[src/rtl/xirq_pkg.sv]
package xirq_pkg;
  localparam int OP_W    = 8;
  localparam int PARAM_W = 16;

  localparam logic [OP_W-1:0] OP_RAISE  = 8'h01;
  localparam logic [OP_W-1:0] OP_STATUS = 8'h02;
  localparam logic [OP_W-1:0] OP_SOURCE = 8'h03;
  localparam logic [OP_W-1:0] OP_CLEAR  = 8'h04;

  // one decoded action per core and cycle
  typedef struct packed {
    logic raise;
    logic status;
    logic source;
    logic clear;
  } cmdStrb_t;
endpackage

[src/rtl/xirq_ctrl.sv]
module xirq_ctrl
  import xirq_pkg::*;
#(
  parameter int NUM_CORES = 4,
  localparam int IDX_W = (NUM_CORES > 1) ? $clog2(NUM_CORES) : 1
) (
  input  logic                                clk,
  input  logic                                rst_n,
  input  logic [NUM_CORES-1:0]                cmdValid,
  input  logic [NUM_CORES*OP_W-1:0]           cmdOp,
  input  logic [NUM_CORES*PARAM_W-1:0]        cmdParam,
  output cmdStrb_t                            strb [NUM_CORES],
  output logic [NUM_CORES-1:0][IDX_W-1:0]     tgtIdx
);
  for (genvar c = 0; c < NUM_CORES; c++) begin : g_dec
    logic [OP_W-1:0]    opC;
    logic [PARAM_W-1:0] prmC;
    logic               inRange;
    logic               isSelf;

    assign opC     = cmdOp[c*OP_W +: OP_W];
    assign prmC    = cmdParam[c*PARAM_W +: PARAM_W];
    assign inRange = (prmC < PARAM_W'(NUM_CORES));
    assign isSelf  = (prmC == PARAM_W'(c));
    assign tgtIdx[c] = prmC[IDX_W-1:0];

    always_comb begin
      strb[c] = '0;
      if (cmdValid[c] && inRange) begin
        unique case (opC)
          OP_RAISE:  strb[c].raise  = !isSelf;
          OP_STATUS: strb[c].status = 1'b1;
          OP_SOURCE: strb[c].source = 1'b1;
          OP_CLEAR:  strb[c].clear  = 1'b1;
          default:   strb[c] = '0;
        endcase
      end
    end

    // at most one action per core and cycle
    a_r10_one_action: assert property (@(posedge clk) disable iff (!rst_n)
      $onehot0({strb[c].raise, strb[c].status, strb[c].source, strb[c].clear}));
    // a raise never targets its own core
    a_r3_no_self_raise: assert property (@(posedge clk) disable iff (!rst_n)
      strb[c].raise |-> (tgtIdx[c] != IDX_W'(c)));
  end
endmodule

[src/rtl/xirq_datapath.sv]
module xirq_datapath
  import xirq_pkg::*;
#(
  parameter int NUM_CORES = 4,
  localparam int IDX_W = (NUM_CORES > 1) ? $clog2(NUM_CORES) : 1
) (
  input  logic                                clk,
  input  logic                                rst_n,
  input  cmdStrb_t                            strb [NUM_CORES],
  input  logic [NUM_CORES-1:0][IDX_W-1:0]     tgtIdx,
  output logic [NUM_CORES*NUM_CORES-1:0]      readback,
  output logic [NUM_CORES-1:0]                irqOut
);
  // pendQ[receiver][sender]
  logic [NUM_CORES-1:0][NUM_CORES-1:0] pendQ, pendD;
  logic [NUM_CORES-1:0][NUM_CORES-1:0] setHit, clrHit;
  logic [NUM_CORES-1:0][NUM_CORES-1:0] rbQ;

  always_comb begin
    for (int r = 0; r < NUM_CORES; r++) begin
      for (int s = 0; s < NUM_CORES; s++) begin
        setHit[r][s] = strb[s].raise && (tgtIdx[s] == IDX_W'(r));
        clrHit[r][s] = strb[r].clear && (tgtIdx[r] == IDX_W'(s));
        // set has priority over clear
        pendD[r][s]  = setHit[r][s] | (pendQ[r][s] & ~clrHit[r][s]);
      end
    end
  end

  always_ff @(posedge clk) begin
    if (!rst_n) pendQ <= '0;
    else        pendQ <= pendD;
  end

  always_ff @(posedge clk) begin
    if (!rst_n) begin
      rbQ <= '0;
    end else begin
      for (int c = 0; c < NUM_CORES; c++) begin
        if (strb[c].status)      rbQ[c] <= NUM_CORES'(|pendQ[tgtIdx[c]]);
        else if (strb[c].source) rbQ[c] <= pendQ[c];
      end
    end
  end

  for (genvar r = 0; r < NUM_CORES; r++) begin : g_out
    assign irqOut[r] = |pendQ[r];
    assign readback[r*NUM_CORES +: NUM_CORES] = rbQ[r];

    // no core ever holds an interrupt from itself
    a_r3_diag_clear: assert property (@(posedge clk) disable iff (!rst_n)
      !pendQ[r][r]);

    for (genvar s = 0; s < NUM_CORES; s++) begin : g_bit
      // a pending bit only appears after a raise from that sender
      a_r2_set_cause: assert property (@(posedge clk) disable iff (!rst_n)
        $rose(pendQ[r][s]) |-> $past(strb[s].raise && tgtIdx[s] == IDX_W'(r)));
      // a pending bit only disappears after a clear by that receiver
      a_r7_clr_cause: assert property (@(posedge clk) disable iff (!rst_n)
        $fell(pendQ[r][s]) |-> $past(strb[r].clear && tgtIdx[r] == IDX_W'(s)));
      // raise wins over a clear of the same bit
      a_r8_set_wins: assert property (@(posedge clk) disable iff (!rst_n)
        (strb[s].raise && tgtIdx[s] == IDX_W'(r) &&
         strb[r].clear && tgtIdx[r] == IDX_W'(s)) |=> pendQ[r][s]);
    end

    // readback changes only after a query from its own core
    a_r10_rb_hold: assert property (@(posedge clk) disable iff (!rst_n)
      (!strb[r].status && !strb[r].source) |=> $stable(rbQ[r]));
  end
endmodule

[src/rtl/xcore_irq_unit.sv]
module xcore_irq_unit
  import xirq_pkg::*;
#(
  parameter int NUM_CORES = 4
) (
  input  logic                           clk,
  input  logic                           rst_n,
  input  logic [NUM_CORES-1:0]           cmdValid,
  input  logic [NUM_CORES*8-1:0]         cmdOp,
  input  logic [NUM_CORES*16-1:0]        cmdParam,
  output logic [NUM_CORES*NUM_CORES-1:0] readback,
  output logic [NUM_CORES-1:0]           irqOut
);
  localparam int IDX_W = (NUM_CORES > 1) ? $clog2(NUM_CORES) : 1;

  cmdStrb_t                        strb [NUM_CORES];
  logic [NUM_CORES-1:0][IDX_W-1:0] tgtIdx;

  xirq_ctrl #(.NUM_CORES(NUM_CORES)) ctrl_i (
    .clk      (clk),
    .rst_n    (rst_n),
    .cmdValid (cmdValid),
    .cmdOp    (cmdOp),
    .cmdParam (cmdParam),
    .strb     (strb),
    .tgtIdx   (tgtIdx)
  );

  xirq_datapath #(.NUM_CORES(NUM_CORES)) dp_i (
    .clk      (clk),
    .rst_n    (rst_n),
    .strb     (strb),
    .tgtIdx   (tgtIdx),
    .readback (readback),
    .irqOut   (irqOut)
  );
endmodule

[config.mk]
export PLATFORM = sky130hd
export DESIGN_NAME = xcore_irq_unit
export DESIGN_NICKNAME = d
export VERILOG_FILES = /design/src/rtl/xirq_pkg.sv /design/src/rtl/xirq_ctrl.sv /design/src/rtl/xirq_datapath.sv /design/src/rtl/xcore_irq_unit.sv
export SDC_FILE = /design/constraint.sdc
export NUM_CORES = 1
export LEC_CHECK = 0
export ABC_AREA = 0
export BUFFER_PORTS_ARGS = -buffer_cell sky130_fd_sc_hd__buf_4
export CAP_MARGIN = 5
export CORE_ASPECT_RATIO = 0.75
export CORE_UTILIZATION = 47
export DETAILED_ROUTE_END_ITERATION = 10
export PLACE_DENSITY_LB_ADDON = 0.25
export SYNTH_ARGS = -nofsm -noshare
export SYNTH_HDL_FRONTEND = slang
export SYNTH_SLANG_ARGS = --single-unit
[constraint.sdc]
create_clock -name clk -period 4.9 [get_ports clk]
set_input_delay 0.98 -clock clk [delete_from_list [all_inputs] [get_ports clk]]
set_output_delay 0.98 -clock clk [all_outputs]
set_load 0.05 [all_outputs]
==> impl_metrics.yaml <==
synthesis:
  synth_top_area_cell: "dfxtp_1"
  synthArstFlopShare: 0
  synth.top_cells.by_count: "34 x nand2_1, 32 x dfxtp_1, 27 x nor4_1"
  synth-seq-cells: 32
  syn_inst: 257
  syn_area_per_cell_um2: 7.975
  yosys_warnings: 0
  synth_most_common_cell: "nand2_1"
  seq_area_frac_synth: 0.3126
  synth_top_area_frac: 0.3126
  ys.flop_type: "dfxtp_1"
  synth_fp_nets: 359
  ys_types: 44
  synth_edf_count: 0
  synthTopCellsByArea: "dfxtp_1 31%, nor4_1 8.2%, nand2_1 6.2%"
  syn_area_um2: 2049
timing:
  holdWs_ns: 0.4596
  rsz0062_at_grt: "false"
  max_slew.worst_pin.slew_ns: 1.029
  drv_slew: 0
  period_share: 0.5744
  fmax_ghz: 0.3553
  setup-violations-final: 0
  min_period_ns: 2.814
  finClkSkew_ns: 0.005243
  tns_ns: 0
  hold_violations: 0
  maxSlewHeadroom: 0.3074
floorplanning:
  die_w_um: 78.25
  ios: 122
  num_rows: 20
  fp.dieH_um: 59.19
  die_area_um2: 4632
  initial_core_util: 0.4994
  core_um2: 4104
route:
  wl_met1_um: 2778
  highest-signal-layer: "met4"
  drc: 0
  wl_met3_um: 465
  vias: 2527
  drt_wl_total_um: 6339
  avgRoutedWirePerCell_um: 14.61
  drt_iter0_drc: 197
  drtAntennaViolNets: 0
  viasPerCell: 5.823
  dr.pass1.iters: 4
  wl_met2_um: 2998
pwr:
  swShare: 0.2489
  p_int_mw: 0.4375
  clkPwrFrac: 0.371
  static-leakage-power_nw: 1.281
  p_per_area_nw_per_um2: 188.4
  total_power_mw: 0.5825
  peakVddDrop_v: 0.0001380
  power.switching_mw: 0.1450
  pwr-share-seq: 0.446
  combPwrFrac: 0.183
layout:
  finalInstanceArea_um2: 3092
  nets: 480
  regArea_um2: 640.6
  area_growth_pct: 50.85
  multi_input_area_um2: 1348
  drive_gt1_frac: 0.3747
  num_antenna_cells: 0
  fillers: 354
clocking:
  cts_max_level: 2
  cts-resized-gates: 0
  clk_latency_ns: 0.29
  hold_buffers: 0
  cts_root_buf: "clkbuf_8"
  path_clk_slew_ns: 0.07
  postCtsSetupBuffers: 0
  cts.sinks: 32
  cts_tree: "built"
  cts_buffers: 5
  clk_path_buf_depth: 2
setup_path:
  cp_top_family: "simple AND/OR/NAND/NOR gates"
  slowest_stage: "nor4_1"
  cp_num_buf_inv: 2
  crit_required_ns: 3.92
  worstSetupEndpointType: "output pin"
  worst_setup_path_start_kind: "flop"
  cp.arrival_ns: 1.83
  cpPeakStageDelay_ns: 0.88
  critical_path_class: "flop to output pin"
  crit_chain: "nor4_1, inv_1, buf_4"
  crit_fanout: 5
hold_path:
  holdCritPathClass: "flop to flop"
grt:
  grt_max_degree: 41
  gr-total-overflow: 0
  grt_pass1_wl_um: 10380
  grt_pass1_vias: 2336
  antenna_found_initial: 0
  grtUsageTotal: 0.2860
place:
  place_hpwl_um: 4895
  post_dp_cell_area_um2: 2999
  place_congestion: 0.8861
  io_buffers: 121
run:
  maxCapViolCount: 0
run_status:
  run_status: "complete, no violations"
-- stage by stage --
step | cells | setup slack, ns | utilization
2_1_floorplan | 257 | 2.612 | -
3_3_place_gp | 426 | 2.308 | 0.7308
3_5_place_dp | 426 | 2.343 | 0.7308
4_1_cts | 434 | 2.122 | 0.7534
5_1_grt | 434 | 1.994 | 0.7534
6_report | 434 | 2.086 | 0.7534
-- power groups by stage --
stage	combinational (mW)	sequential [mW]	clock, mW
6_report	0.106	0.260	0.216
5_1_grt	0.115	0.260	0.229
4_1_cts	0.106	0.260	0.215
3_5_place_dp	0.105	0.266	0
3_3_place_gp	0.102	0.266	0
2_1_floorplan	0.0300	0.266	0
-- worst paths after layout --
path              cells past startpoint  slack, ns           start          endpoint
setup / recovery                      3       2.09  dp_i.pendQ[15]         irqOut[3]
hold / removal                        2       0.46  dp_i.pendQ[10]    dp_i.pendQ[10]
setup reg to reg                      4       3.02  dp_i.pendQ[15]  dp_i.readback[4]
hold reg to reg                       2       0.46  dp_i.pendQ[10]    dp_i.pendQ[10]
-- cell usage in the layout, fill, tap and decap left out, types with 2 or more instances in the layout --
| cell | instances |
|---|---|
| a21boi_1 | 13 |
| a31oi_1 | 2 |
| and3_1 | 4 |
| and4_1 | 2 |
| buf_4 | 121 |
| clkbuf_8 | 6 |
| clkinv_2 | 2 |
| dfxtp_1 | 32 |
| inv_1 | 9 |
| mux2i_1 | 7 |
| nand2_1 | 34 |
| nand2b_1 | 7 |
| nand3_1 | 4 |
| nand3b_1 | 5 |
| nand4_1 | 13 |
| nand4b_1 | 3 |
| nor2_1 | 5 |
| nor2b_1 | 5 |
| nor3_1 | 6 |
| nor4_1 | 27 |
| nor4_2 | 2 |
| nor4b_1 | 2 |
| nor4b_2 | 3 |
| o211ai_1 | 3 |
| o21ai_0 | 21 |
| o21ai_1 | 5 |
| o22ai_1 | 2 |
| o41ai_1 | 3 |
| or2_2 | 2 |
| or3_1 | 10 |
| or4_1 | 5 |
-- registers in the layout (all words and copies together) (netlist names) --
register       flops
dp_i.readback     16
dp_i.pendQ        16
-- layout make-up --
class,instances,area share
multi-input combinational,209,0.4359
timing repair buffer,121,0.2938
sequential,32,0.2072
clock buffer,6,0.02671
tap,55,0.02226
inverter,9,0.01093
clock inverter,2,0.003238
-- layer usage --
layer,up-vias,track usage
li1,1241,-
met1,1149,0.3670
met2,118,0.4887
met3,19,0.05538
met4,0,0.09524
met5,-,0
-- logic make-up (layout without fill, tap and decap cells) --
logic type | after synthesis | after routing | share of synthesized area
compound gates | 54 | 54 | 0.1673
buf+inv | 16 | 138 | 0.02991
flops | 32 | 32 | 0.3126
mux | 8 | 8 | 0.03968
simple gates | 147 | 147 | 0.4506
-- worst register-to-register path, delay by kind of cell (launching register included) --
family,cells,cell delay [ns]
and+or+nand+nor,2,1.05
DFF,1,0.33
muxes,1,0.31
AOI/OAI and AO/OA,1,0.08
No activity file was read; power rests on OpenSTA's default activity.
